`config.mk`:
```
export PLATFORM = sky130hd
export DESIGN_NAME = nand_cmd_front
export DESIGN_NICKNAME = d
export VERILOG_FILES = /design/src/rtl/nfc_pkg.sv /design/src/rtl/nfc_bus_capture.sv /design/src/rtl/nfc_seq_ctrl.sv /design/src/rtl/nfc_page_wr.sv /design/src/rtl/nand_cmd_front.sv
export SDC_FILE = /design/constraint.sdc
export NUM_CORES = 1
export LEC_CHECK = 0
export BUFFER_PORTS_ARGS = -buffer_cell sky130_fd_sc_hd__buf_2
export CORE_ASPECT_RATIO = 1.25
export CORE_MARGIN = 2
export CORE_UTILIZATION = 45
export DETAILED_ROUTE_END_ITERATION = 7
export GPL_ROUTABILITY_DRIVEN = 0
export HOLD_SLACK_MARGIN = 0.1
export PLACE_DENSITY = 0.65
export SKIP_LAST_GASP = 1
export SYNTH_ARGS = -nofsm -noshare
export SYNTH_HDL_FRONTEND = slang
export SYNTH_SLANG_ARGS = --single-unit
```
`constraint.sdc`:
```
create_clock -name clk -period 5.2 [get_ports clk]
set_input_delay 0.78 -clock clk [delete_from_list [all_inputs] [get_ports clk]]
set_output_delay 0.78 -clock clk [all_outputs]
set_load 0.02 [all_outputs]
```
`src/rtl/nfc_pkg.sv`:
```
package nfc_pkg;
    localparam int IO_W        = 8;
    localparam int ROW_HI_W    = 3;
    localparam int COL_W       = IO_W;
    localparam int ROW_W       = IO_W + ROW_HI_W;
    localparam int ADDR_W      = COL_W + ROW_W;
    localparam int BLK_LSB     = 12;
    localparam int RW_ADDR_CYC = 3;
    localparam int ER_ADDR_CYC = 2;
    localparam int CNT_W       = $clog2(RW_ADDR_CYC + 1);

    localparam logic [IO_W-1:0] CMD_READ     = 8'h00;
    localparam logic [IO_W-1:0] CMD_RESET    = 8'hFF;
    localparam logic [IO_W-1:0] CMD_STATUS   = 8'h70;
    localparam logic [IO_W-1:0] CMD_ID       = 8'h90;
    localparam logic [IO_W-1:0] CMD_PG_SETUP = 8'h80;
    localparam logic [IO_W-1:0] CMD_PG_CONF  = 8'h10;
    localparam logic [IO_W-1:0] CMD_ER_SETUP = 8'h60;
    localparam logic [IO_W-1:0] CMD_ER_CONF  = 8'hD0;

    typedef enum logic [1:0] {CYC_CMD, CYC_ADDR, CYC_DATA} cyc_kind_e;

    typedef struct packed {
        logic            valid;
        cyc_kind_e       kind;
        logic [IO_W-1:0] val;
    } bus_cyc_t;

    typedef enum logic [2:0] {
        ST_IDLE, ST_RD_ADDR, ST_PG_ADDR, ST_PG_DATA, ST_ER_ADDR, ST_ER_CONF
    } seq_st_e;

    typedef struct packed {
        logic rd;
        logic pg;
        logic er;
        logic st;
        logic id;
        logic rs;
    } op_vec_t;

    function automatic logic busy_pass(input logic [IO_W-1:0] code);
        return (code == CMD_RESET) || (code == CMD_STATUS);
    endfunction

    function automatic logic [ADDR_W-1:0] erase_base(input logic [ROW_W-1:0] row);
        logic [ADDR_W-1:0] a;
        a = {row, {COL_W{1'b0}}};
        a[BLK_LSB-1:0] = '0;
        return a;
    endfunction
endpackage

```
`src/rtl/nfc_bus_capture.sv`:
```
module nfc_bus_capture
    import nfc_pkg::*;
(
    input  logic            clk,
    input  logic            rst,
    input  logic            ce_n,
    input  logic            we_n,
    input  logic            cle,
    input  logic            ale,
    input  logic [IO_W-1:0] io_bus,
    output bus_cyc_t        cyc
);
    logic we_q;

    always_ff @(posedge clk) begin
        if (rst) we_q <= 1'b1;
        else     we_q <= we_n;
    end

    always_comb begin
        cyc.valid = !we_q && we_n && !ce_n && !(cle && ale);
        cyc.val   = io_bus;
        if (cle)      cyc.kind = CYC_CMD;
        else if (ale) cyc.kind = CYC_ADDR;
        else          cyc.kind = CYC_DATA;
    end
endmodule

```
`src/rtl/nfc_seq_ctrl.sv`:
```
module nfc_seq_ctrl
    import nfc_pkg::*;
(
    input  logic              clk,
    input  logic              rst,
    input  logic              busy,
    input  bus_cyc_t          cyc,
    output op_vec_t           ops,
    output logic [ADDR_W-1:0] op_addr,
    output logic              pg_phase,
    output logic [COL_W-1:0]  col
);
    seq_st_e             st, st_n;
    logic [CNT_W-1:0]    acnt, acnt_n;
    logic [COL_W-1:0]    col_r, col_n;
    logic [IO_W-1:0]     lo_r, lo_n;
    logic [ROW_HI_W-1:0] hi_r, hi_n;
    op_vec_t             ops_n;
    logic [ADDR_W-1:0]   addr_n;
    logic                take;

    always_comb begin
        st_n   = st;
        acnt_n = acnt;
        col_n  = col_r;
        lo_n   = lo_r;
        hi_n   = hi_r;
        ops_n  = '0;
        addr_n = op_addr;
        take   = cyc.valid && (!busy || (cyc.kind == CYC_CMD && busy_pass(cyc.val)));
        if (take && cyc.kind == CYC_CMD) begin
            st_n   = ST_IDLE;
            acnt_n = '0;
            case (cyc.val)
                CMD_RESET:    ops_n.rs = 1'b1;
                CMD_STATUS:   ops_n.st = 1'b1;
                CMD_ID:       ops_n.id = 1'b1;
                CMD_READ:     st_n = ST_RD_ADDR;
                CMD_PG_SETUP: st_n = ST_PG_ADDR;
                CMD_ER_SETUP: st_n = ST_ER_ADDR;
                CMD_PG_CONF: begin
                    if (st == ST_PG_DATA) begin
                        ops_n.pg = 1'b1;
                        addr_n   = {hi_r, lo_r, col_r};
                    end
                end
                CMD_ER_CONF: begin
                    if (st == ST_ER_CONF) begin
                        ops_n.er = 1'b1;
                        addr_n   = erase_base({hi_r, lo_r});
                    end
                end
                default: ;
            endcase
        end else if (take && cyc.kind == CYC_ADDR) begin
            case (st)
                ST_RD_ADDR, ST_PG_ADDR: begin
                    if (acnt == CNT_W'(0))      col_n = cyc.val;
                    else if (acnt == CNT_W'(1)) lo_n  = cyc.val;
                    else                        hi_n  = cyc.val[ROW_HI_W-1:0];
                    acnt_n = acnt + CNT_W'(1);
                    if (acnt == CNT_W'(RW_ADDR_CYC - 1)) begin
                        acnt_n = '0;
                        if (st == ST_RD_ADDR) begin
                            ops_n.rd = 1'b1;
                            st_n     = ST_IDLE;
                            addr_n   = {hi_n, lo_n, col_n};
                        end else begin
                            st_n = ST_PG_DATA;
                        end
                    end
                end
                ST_ER_ADDR: begin
                    if (acnt == CNT_W'(0)) lo_n = cyc.val;
                    else                   hi_n = cyc.val[ROW_HI_W-1:0];
                    acnt_n = acnt + CNT_W'(1);
                    if (acnt == CNT_W'(ER_ADDR_CYC - 1)) begin
                        acnt_n = '0;
                        st_n   = ST_ER_CONF;
                    end
                end
                default: ;
            endcase
        end
    end

    always_ff @(posedge clk) begin
        if (rst) begin
            st      <= ST_IDLE;
            acnt    <= '0;
            col_r   <= '0;
            lo_r    <= '0;
            hi_r    <= '0;
            ops     <= '0;
            op_addr <= '0;
        end else begin
            st      <= st_n;
            acnt    <= acnt_n;
            col_r   <= col_n;
            lo_r    <= lo_n;
            hi_r    <= hi_n;
            ops     <= ops_n;
            op_addr <= addr_n;
        end
    end

    assign pg_phase = (st == ST_PG_DATA);
    assign col      = col_r;
endmodule

```
`src/rtl/nfc_page_wr.sv`:
```
module nfc_page_wr
    import nfc_pkg::*;
(
    input  logic             clk,
    input  logic             rst,
    input  logic             busy,
    input  bus_cyc_t         cyc,
    input  logic             pg_phase,
    input  logic [COL_W-1:0] col,
    output logic             pb_we,
    output logic [COL_W-1:0] pb_ptr,
    output logic [IO_W-1:0]  pb_data
);
    logic [COL_W-1:0] offs;
    logic             hit;

    assign hit = cyc.valid && (cyc.kind == CYC_DATA) && pg_phase && !busy;

    always_ff @(posedge clk) begin
        if (rst) begin
            offs    <= '0;
            pb_we   <= 1'b0;
            pb_ptr  <= '0;
            pb_data <= '0;
        end else begin
            pb_we <= hit;
            if (!pg_phase) offs <= '0;
            if (hit) begin
                pb_ptr  <= col + offs;
                pb_data <= cyc.val;
                offs    <= offs + COL_W'(1);
            end
        end
    end
endmodule

```
`src/rtl/nand_cmd_front.sv`:
```
module nand_cmd_front
    import nfc_pkg::*;
(
    input  logic              clk,
    input  logic              rst,
    input  logic              ce_n,
    input  logic              we_n,
    input  logic              cle,
    input  logic              ale,
    input  logic [IO_W-1:0]   io_bus,
    input  logic              busy,
    output logic              op_read,
    output logic              op_program,
    output logic              op_erase,
    output logic              op_status,
    output logic              op_id,
    output logic              op_reset,
    output logic [ADDR_W-1:0] op_addr,
    output logic              pbuf_we,
    output logic [COL_W-1:0]  pbuf_ptr,
    output logic [IO_W-1:0]   pbuf_data
);
    bus_cyc_t         cyc;
    op_vec_t          ops;
    logic             pg_phase;
    logic [COL_W-1:0] col;

    nfc_bus_capture i_cap (
        .clk(clk), .rst(rst), .ce_n(ce_n), .we_n(we_n),
        .cle(cle), .ale(ale), .io_bus(io_bus), .cyc(cyc)
    );

    nfc_seq_ctrl i_seq (
        .clk(clk), .rst(rst), .busy(busy), .cyc(cyc), .ops(ops),
        .op_addr(op_addr), .pg_phase(pg_phase), .col(col)
    );

    nfc_page_wr i_pwr (
        .clk(clk), .rst(rst), .busy(busy), .cyc(cyc), .pg_phase(pg_phase),
        .col(col), .pb_we(pbuf_we), .pb_ptr(pbuf_ptr), .pb_data(pbuf_data)
    );

    assign op_read    = ops.rd;
    assign op_program = ops.pg;
    assign op_erase   = ops.er;
    assign op_status  = ops.st;
    assign op_id      = ops.id;
    assign op_reset   = ops.rs;
endmodule

```
==> results.tsv, run 1 <==
metric	value	unit
post-route insts no fill	555	
DIE AREA	9140	µm²
num rows	37	
endpoint class of the critical path	flop	
drt drc	1	
Leak	1.69	nW
core region area	8190	µm²
RSZ-0062 raised after global routing	false	
port buffer count	56	
CTS tree	done	
syn_nets	438	
final setup TNS	0	ns
Setup-failing EPs final	0	
root buffer cell	clkbuf_8	
Top delay family on crit path	simple AND/OR/NAND/NOR gates	
worst-skew pair later-pin latency	0.36	ns
number of synthesized flops with an enable pin	0	
commonest non-fill, non-tap cell in the layout	dfxtp_1	
Vias per Instance	5.77	
# diodes	0	
CP max-delay cell	nor2_2	
Slew @ Worst Pin	0.749	ns
delay of the slowest cell on the worst path	0.67	ns
Post-synth top flop	dfxtp_1	
Vert. Die Dim	106	µm
required time worst endpoint	5.40	ns
first-pass GRT wire length	14600	µm
number of CTS-inserted buffers	9	
Crit Path Class	in -> reg	
clock sink count	75	
ys async rst share	0	
minimum clock period	2.77	ns
Area Overhead vs Synth	12.2	%
Resized Gates After CTS	0	
CP Max Fanout	11	
Post-DRT Antenna Nets	0	
worst path bufs/invs	1	
max-cap viol count	0	
H-tree depth	3	
largest net degree at the start of global routing	57	
Fin. Hold Viols	0	
failing checks	DRC	
Total GRT Usage	0.206	
outcome	complete, but fails checks	
share of layout cells above drive strength 1	0.231	
post-synth cell types	69	
number of global-route vias before repair	2953	
Hold Path Class	reg -> reg	
Syn Area/Cell	9.11	µm²
Critical Path AT	2.97	ns
DP HPWL	6590	µm
fmax	361	MHz
Layout Nets	477	
Critical Path, Cell by Cell	buf_2 -> or4_4 -> nor3b_4 -> a41oi_2 -> nor2_2 -> a311oi_2	
total number of vias	3203	
Placed Cells	539	
Gate Count Post-Synth	414	
FF+latch count, synth	75	
Tcrit/Tclk final	0.532	
Final Slew Violations	0	
starting density of the core	0.460	
Max VDD drop	0.180	mV
YS warnings	0	
Seq/Total Area, Yosys	0.398	
Post-Syn Area	3770	µm²
Clock Tree Buf Depth	2	
Starting DRT DRC Count	153	
Setup Fix Bufs, Post-CTS	0	
I/O pin cnt	57	
per-cell routed wire length	16.7	µm
1st-pass router iterations	8	
most frequent cells in the layout	dfxtp_1 (75), buf_2 (56), nand2_1 (40), nor2_1 (37), a21oi_1 (29)	
PwrDens	266	nW/µm²
Hold Buf Count CTS	0	
WL final	9240	µm
Worst-path clk slew	0.08	ns
Die W	85.9	µm
clk_skew	0.00584	ns
grt ovf	0	
type of origin of the critical path	input port	
Rel. slew slack	0.500	
initial antenna violation count	0	
[registers in the layout, summed over array words and instances (netlist names), 3 cells and up]
| signal | count |
|---|---|
| i_seq.lo_r | 8 |
| i_seq.op_addr | 19 |
| i_pwr.offs | 8 |
| i_seq.st | 3 |
| i_seq.ops | 6 |
| i_seq.hi_r | 3 |
| i_pwr.pb_ptr | 8 |
| i_pwr.pb_data | 8 |
| i_seq.col | 8 |
[power by group]
| group | internal (mW) | switching (mW) | total [mW] | leakage (nW) |
|---|---|---|---|---|
| registers | 0.574 | 0.000380 | 0.575 | 0.604 |
| clock network | 0.274 | 0.232 | 0.506 | 0.111 |
| logic | 0.0114 | 0.0313 | 0.0427 | 0.979 |
| total | 0.860 | 0.264 | 1.12 | 1.69 |
[routing by layer]
layer,track usage,wire [µm]
met5,0,0
met4,0.119,253
met3,0.0303,293
met2,0.353,4750
met1,0.241,3950
[synthesized netlist by cell type (2+ instances only)]
cell       n  area (µm²)
a211oi_1   3        22.5
a211oi_2   7        87.6
a21boi_0   2        15.0
a21oi_1   29         145
a21oi_2    3        26.3
a311oi_2   3        45.0
a31oi_1    2        12.5
and2_1     4        25.0
and4_1     2        17.5
buf_2      9        45.0
buf_6      5        56.3
clkbuf_1  14        52.6
dfxtp_1   75        1500
ha_1       8         100
inv_1     10        37.5
mux2i_1   24         240
nand2_1   40         150
nand2b_1   4        25.0
nand3_1   23         115
nand3b_1   6        45.0
nand4_1    6        37.5
nand4b_1   3        26.3
nor2_1    37         139
nor2_2     2        12.5
nor3_1     6        30.0
nor3b_1    2        15.0
nor4_1     4        25.0
nor4b_1    2        17.5
o211ai_1   9        67.6
o21ai_0   14        70.1
o21ai_1    3        15.0
o21ai_2    2        17.5
o22a_1     2        17.5
o41ai_1    2        17.5
or3_1      3        18.8
xnor2_1    3        26.3
xor2_1     9        78.8
[final cells by class]
type / instances / area, µm²
clock buffers: 9 / 124
clock inverters: 7 / 101
multi-input cells: 299 / 2050
flip-flops and latches: 75 / 1500
well taps: 97 / 121
fillers: 773 / 3960
inverters: 10 / 37.5
repair buffers: 58 / 295
[worst reg2reg max path, stage by stage, from the launching register on]
cell	delay, ns
dfxtp_1	0.57
or4b_2	0.61
o21ai_0	0.15
a41oi_2	0.30
nor2_2	0.67
a311oi_2	0.20
[cell families after synthesis]
group	Yosys count	share of synthesized area
simple gates	157	0.221
compound gates	97	0.199
flops	75	0.398
buf+inv	40	0.0584
mux	24	0.0637
xor+xnor	12	0.0279
fa+ha+maj	9	0.0318
[through the flow]
stage | area (µm²) | hold WS [ns] | worst slack [ns] | total power [mW] | util
floorplan | 3770 | 0.454 | 2.65 | 0.617 | -
global placement | 4010 | 0.440 | 2.09 | 0.630 | 0.489
detailed placement | 4010 | 0.442 | 2.07 | 0.631 | 0.489
CTS | 4230 | 0.455 | 2.45 | 1.13 | 0.516
global route | 4230 | 0.475 | 2.33 | 1.16 | 0.516
finish | 4230 | 0.452 | 2.43 | 1.12 | 0.516
[final timing paths]
kind                                              startpoint                        endpoint  slack [ns]  cells past startpoint
worst max-delay path                               io_bus[0]  i_seq.op_addr[11]$_SDFFE_PP0P_        2.43                      6
worst min-delay path            i_pwr.pb_ptr[3]$_SDFFE_PP0P_    i_pwr.pb_ptr[3]$_SDFFE_PP0P_        0.45                      2
worst max register to register      i_seq.st[1]$_SDFFE_PP0P_  i_seq.op_addr[11]$_SDFFE_PP0P_        2.56                      5
worst min register to register  i_pwr.pb_ptr[3]$_SDFFE_PP0P_    i_pwr.pb_ptr[3]$_SDFFE_PP0P_        0.45                      2
Power figures use the tool's default switching activity.
==> run 2: changes to the inputs <==
ABC_AREA = 1   (was default)
PLACE_DENSITY = 0.67   (was 0.65)
clock period = 2.5 ns   (was 5.2 ns; I/O delays follow)
==> results.tsv, run 2 <==
metric	value	unit	change
DP HPWL	7940	µm	+20%
initial antenna violation count	0		unchanged
H-tree depth	3		unchanged
commonest non-fill, non-tap cell in the layout	nand2_1		
YS warnings	0		unchanged
Vias per Instance	5.06		-12%
Critical Path, Cell by Cell	ha_1 -> inv_1 -> fa_1 -> o21ai_0 -> nand2_1 -> nand2_1 -> a21oi_1 -> xnor2_1 -> o21ai_0 -> inv_1		
WL final	10900	µm	+18%
CTS tree	done		
Biggest register	i_seq.op_addr		
core region area	9130	µm²	+11%
total internal power	2.02	mW	+140%
root buffer cell	clkbuf_16		
DIE AREA	10100	µm²	+11%
mux cell area share after synthesis	0		-0.0637
required time worst endpoint	2.73	ns	-2.67 ns
max-cap viol count	0		unchanged
type of origin of the critical path	flop		
WHS	0.223	ns	-0.230 ns
most frequent cell after synthesis	nand2_1		
Die W	90.3	µm	+5.2%
Synth Area in Compound Gates	0.153		-0.0462
Gate Count Post-Synth	640		+55%
num rows	39		+5.4%
Fin. Hold Viols	0		unchanged
delay of the slowest cell on the worst path	0.44	ns	-0.23 ns
sw power	0.585	mW	+120%
Post-Synth XOR/XNOR Area	0.0125		-0.0153
number of global-route vias before repair	3825		+30%
post-synth top area cell	dfxtp_1		
Layout Nets	717		+50%
Largest register FFs	19		unchanged
first-pass GRT wire length	18100	µm	+24%
Post-Syn Area	4190	µm²	+11%
Worst-path clk slew	0.06	ns	-0.02 ns
worst-skew pair later-pin latency	0.34	ns	-0.02 ns
switch share	0.224		-0.0107
Vert. Die Dim	112	µm	+5.2%
share of layout cells above drive strength 1	0.162		-0.0693
Flop pwr share	0.459		-0.052
fmax	481	MHz	
outcome	finished clean		
Slew @ Worst Pin	0.487	ns	-0.263 ns
Tcrit/Tclk final	0.831		
fill cell count	941		+22%
Seq/Total Area, Yosys	0.358		-0.0398
Simple-Gate Fraction of Synth Area	0.343		+0.122
Setup-failing EPs final	0		unchanged
# diodes	0		unchanged
Comb power frac	0.049		+0.011
Clock Tree Buf Depth	2		unchanged
Post-synth top flop	dfxtp_1		
Leak	2.31	nW	+37%
drt drc	0		-1
CP Max Fanout	5		-6
syn_nets	664		+52%
RSZ-0062 raised after global routing	false		
number of CTS-inserted buffers	9		unchanged
Core Util, Final	0.534		+0.0172
Starting DRT DRC Count	271		+77%
Resized Gates After CTS	0		unchanged
Area Overhead vs Synth	16.2	%	
Clk pwr share	0.492		+0.041
endpoint class of the critical path	flop		
Synth top cells by count	nand2_1 (177), nor2_1 (93), dfxtp_1 (75), inv_1 (63), o21ai_0 (59)		
1st-pass router iterations	5		-3
post-synth cell types	42		-39%
most frequent cells in the layout	nand2_1 (177), nor2_1 (93), dfxtp_1 (75), inv_1 (63), o21ai_0 (59)		
ys async rst share	0		unchanged
Setup Fix Bufs, Post-CTS	0		unchanged
minimum clock period	2.08	ns	
Rel. slew slack	0.675		+0.175
Crit Path Class	reg -> reg		
Hold Path Class	in -> reg		
Max VDD drop	0.407	mV	+130%
clock sink count	75		unchanged
grt ovf	0		unchanged
total number of vias	4148		+30%
port buffer count	56		unchanged
starting density of the core	0.459		-0.00103
synth top area cells	dfxtp_1 (36%), nand2_1 (16%), nor2_1 (8.3%)		
largest family of logic cells by synthesized area	simple AND/OR/NAND/NOR gates		
Critical Path AT	2.31	ns	-0.66 ns
FF+latch count, synth	75		unchanged
Hold Buf Count CTS	0		unchanged
number of synthesized flops with an enable pin	0		unchanged
Synth Area in Adders	0.0287		-0.00318
I/O pin cnt	57		unchanged
Post-DRT Antenna Nets	0		unchanged
Final Slew Violations	0		unchanged
CP max-delay cell	fa_1		
top cell type's share of synthesized area	0.358		-0.0398
final setup TNS	0	ns	unchanged
largest net degree at the start of global routing	34		-40%
clk_skew	0.00715	ns	+0.00131 ns
Total GRT Usage	0.222		+0.0159
Syn Area/Cell	6.55	µm²	-28%
per-cell routed wire length	13.2	µm	-20%
PwrDens	536	nW/µm²	+100%
[run 2: changes by cell type in the layout (fill, tap and decap cells not counted), sizes merged, moves of 10 or more]
| cell | change |
|---|---|
| o21ai | +44 |
| nand2 | +143 |
| o211ai | -10 |
| mux2i | -24 |
| inv | +62 |
| nor2 | +57 |
| buf | +11 |
[run 2: logic make-up (layout without fill, tap and decap cells)]
family                     count (synthesis)  in the layout
xor gates and xnor gates                   6              6
DFF                                       75             75
AOI/OAI and AO/OA                        117            117
and+or+nand+nor                          330            330
buffers and inverters                    103            160
adders and majority gates                  9              9
[run 2: worst paths after layout]
| path | from | endpoint | slack [ns] | cells after the start |
|---|---|---|---|---|
| worst max-delay path | i_pwr.offs[0]$_SDFFE_PP0P_ | i_pwr.pb_ptr[6]$_SDFFE_PP0P_ | 0.42 | 10 |
| worst min-delay path | we_n | i_cap.we_q$_SDFF_PP1_ | 0.22 | 3 |
| worst max register to register | i_pwr.offs[0]$_SDFFE_PP0P_ | i_pwr.pb_ptr[6]$_SDFFE_PP0P_ | 0.42 | 10 |
| worst min register to register | i_seq.op_addr[13]$_SDFFE_PP0P_ | i_seq.op_addr[13]$_SDFFE_PP0P_ | 0.51 | 4 |
[run 2: power groups by stage]
| stage | registers, mW | clock network, mW | logic [mW] |
|---|---|---|---|
| after floorplan | 1.22 | 0 | 0.0804 |
| after global placement | 1.22 | 0 | 0.125 |
| after detailed placement | 1.22 | 0 | 0.126 |
| after CTS | 1.20 | 1.30 | 0.127 |
| after global routing | 1.20 | 1.36 | 0.142 |
| final | 1.20 | 1.28 | 0.128 |
[run 2: area by class of cell]
class / instances / area, µm² / area share
timing repair buffer: 69 / 378 / 0.0776
inverter: 76 / 287 / 0.0588
clock buffer: 10 / 239 / 0.0491
multi-input combinational: 462 / 2260 / 0.464
clock inverter: 5 / 53.8 / 0.0110
sequential: 75 / 1500 / 0.308
tap: 123 / 154 / 0.0316
[run 2: stage by stage]
step                      setup slack (ns)  power (mW)  cell area [µm²]  cells
after floorplan                      0.669        1.30             4190    640
after global placement               0.286        1.35             4580    805
after detailed placement             0.176        1.35             4580    805
after CTS                            0.430        2.62             4870    820
after global routing                 0.222        2.70             4870    820
final                                0.423        2.61             4870    820
[run 2: critical path, delay by kind of cell, from the launching register on]
family          cells  cell delay, ns
buf+inv             2            0.11
compound gates      3            0.53
fa+ha+maj           2            0.64
simple gates        2            0.16
xor+xnor            1            0.13
flops               1            0.40
[run 2: per-layer routing]
| layer | global-route usage | share of wire |
|---|---|---|
| met4 | 0.0995 | 0.023 |
| met2 | 0.370 | 0.48 |
| met1 | 0.280 | 0.45 |
| met3 | 0.0399 | 0.045 |
| met5 | 0 | 0 |
==> run 3: changes to the inputs <==
ABC_AREA = 0   (was 1)
PLACE_DENSITY = 0.65   (was 0.67)
clock period = 2 ns   (was 2.5 ns; I/O delays follow)
==> results.tsv, run 3 (synthesis gave the netlist of run 1 again) <==
metric	value	unit	change
outcome	complete, but fails checks		
failing checks	DRC		
Critical Path AT	2.13	ns	-0.18 ns
Worst R2R End	i_seq.lo_r[2]$_SDFFE_PP0P_		
Clock Tree Buf Depth	2		unchanged
total number of vias	3372		-19%
number of global-route vias before repair	3383		-12%
Starting DRT DRC Count	207		-24%
fmax	527	MHz	+9.4%
num rows	37		-5.1%
Layout Nets	525		-27%
endpoint class of the critical path	flop		
core region area	8190	µm²	-10%
Post-DRT Antenna Nets	0		unchanged
Vias per Instance	5.59		+11%
Setup-failing EPs final	0		unchanged
Vert. Die Dim	106	µm	-5.0%
Biggest register	i_seq.op_addr		
Placed Area	4450	µm²	-2.7%
Min-Delay Endpoint	i_cap.we_q$_SDFF_PP1_		
clk_skew	0.00962	ns	+0.00247 ns
worst-skew pair later-pin latency	0.36	ns	+0.02 ns
number of CTS-inserted buffers	9		unchanged
PwrDens	603	nW/µm²	+13%
start of the worst register-to-register path	i_cap.we_q$_SDFF_PP1_		
R2R cell count	6		-4
type of origin of the critical path	flop		
root buffer cell	clkbuf_8		
Area Overhead vs Synth	25.1	%	
final setup TNS	0	ns	unchanged
Worst-path clk slew	0.08	ns	+0.02 ns
I/O pin cnt	57		unchanged
share of layout cells above drive strength 1	0.336		+0.174
starting density of the core	0.460		+0.00103
1st-pass router iterations	8		+3
Rel. slew slack	0.686		+0.0109
Core Util, Final	0.576		+0.0422
reg2reg setup slack	0.10	ns	-0.32 ns
final instance area	4720	µm²	-3.1%
Fin. Hold Viols	0		unchanged
Hold Buf Count CTS	0		unchanged
CTS tree	done		
H-tree depth	3		unchanged
Setup Fix Bufs, Post-CTS	0		unchanged
Largest register FFs	19		unchanged
largest net degree at the start of global routing	42		+24%
grt ovf	0		unchanged
Die W	85.9	µm	-4.9%
hold path start	we_n		
Max VDD drop	0.305	mV	-25%
Slew @ Worst Pin	0.467	ns	-0.0195 ns
crit path launch	i_cap.we_q$_SDFF_PP1_		
Leak	1.96	nW	-15%
Hold Path Depth	2		-1
Hold Path Class	in -> reg		
first-pass GRT wire length	16400	µm	-9.6%
clock sink count	75		unchanged
CP Max Fanout	8		+3
per-cell routed wire length	16.5	µm	+25%
Total GRT Usage	0.228		+0.00605
Final Slew Violations	0		unchanged
# diodes	0		unchanged
initial antenna violation count	0		unchanged
minimum clock period	1.90	ns	-0.179 ns
drt drc	2		+2
port buffer count	56		unchanged
most frequent cells in the layout	dfxtp_1 (74), buf_2 (56), buf_4 (45), nand2_1 (40), nor2_1 (37)		
required time worst endpoint	2.23	ns	-0.50 ns
max-cap viol count	0		unchanged
DIE AREA	9140	µm²	-9.6%
RSZ-0062 raised after global routing	false		
Crit Path Class	reg -> reg		
commonest non-fill, non-tap cell in the layout	dfxtp_1		
Tcrit/Tclk final	0.949		+0.118
WL final	9970	µm	-8.2%
total power	2.85	mW	+9.1%
DP HPWL	7230	µm	-8.9%
run 3: cell types whose count changed in the layout (fill, tap and decap cells not counted), moves of 9 or more:
| cell | before | now |
|---|---|---|
| inv_2 | 10 | 0 |
| a21oi_2 | 0 | 10 |
| o211ai_1 | 0 | 9 |
| clkbuf_16 | 9 | 0 |
| o21ai_0 | 59 | 11 |
| nand2_1 | 177 | 40 |
| mux2i_1 | 0 | 24 |
| inv_1 | 63 | 10 |
| a21oi_1 | 37 | 22 |
| nor2_1 | 93 | 37 |
| clkbuf_8 | 1 | 10 |
| buf_4 | 13 | 45 |
run 3: how the worst max path moves through the flow:
| stage | endpoint | depth (start not counted) | slack (ns) |
|---|---|---|---|
| after floorplan | i_pwr.pb_ptr[6]$_SDFFE_PP0P_ | 8 | 0.03 |
| after global placement | i_seq.op_addr[3]$_SDFFE_PP0P_ | 5 | -0.15 |
| after detailed placement | i_seq.op_addr[4]$_SDFFE_PP0P_ | 5 | -0.16 |
| after CTS | i_pwr.pb_ptr[6]$_SDFFE_PP0P_ | 8 | 0.02 |
| after global routing | i_pwr.pb_ptr[7]$_SDFFE_PP0P_ | 7 | 0.01 |
| final | i_seq.lo_r[2]$_SDFFE_PP0P_ | 6 | 0.10 |
run 3: repair_timing:
action	4_1_cts	5_1_grt
gates resized for setup	2	16
setup endpoints to repair	1	28
pin swaps	0	3
run 3: layout make-up:
cell class / instances / area (µm²)
clock buffers: 11 / 141
clock inverters: 5 / 60.1
fillers: 753 / 3480
inverters: 10 / 37.5
multi-input cells: 299 / 2150
flip-flops and latches: 75 / 1500
well taps: 97 / 121
repair buffers: 106 / 709
run 3: critical path: stages (launching register included):
cell     delay, ns
dfxtp_1       0.34
or4b_4        0.49
or2_1         0.24
or3_4         0.34
buf_6         0.16
mux2i_1       0.15
nor2_1        0.05
run 3: routing by layer:
layer | vias up | share of wire | wire (µm) | track usage
li1 | 1671 | - | - | -
met1 | 1607 | 0.42 | 4150 | 0.270
met2 | 71 | 0.53 | 5240 | 0.399
met3 | 23 | 0.034 | 334 | 0.0427
met4 | 0 | 0.025 | 246 | 0.0930
met5 | - | 0 | 0 | 0
run 3: stage by stage:
step | hold slack, ns | worst slack [ns] | instances
after floorplan | 0.407 | 0.0253 | 414
after global placement | 0.436 | -0.147 | 587
after detailed placement | 0.444 | -0.162 | 587
after CTS | 0.146 | 0.0159 | 603
after global routing | 0.162 | 0.0138 | 603
final | 0.160 | 0.102 | 603
run 3: report_power, final:
| group | total, mW | switching (mW) | internal (mW) |
|---|---|---|---|
| registers | 1.49 | 0.000993 | 1.49 |
| clock network | 1.21 | 0.596 | 0.616 |
| logic | 0.142 | 0.0931 | 0.0485 |
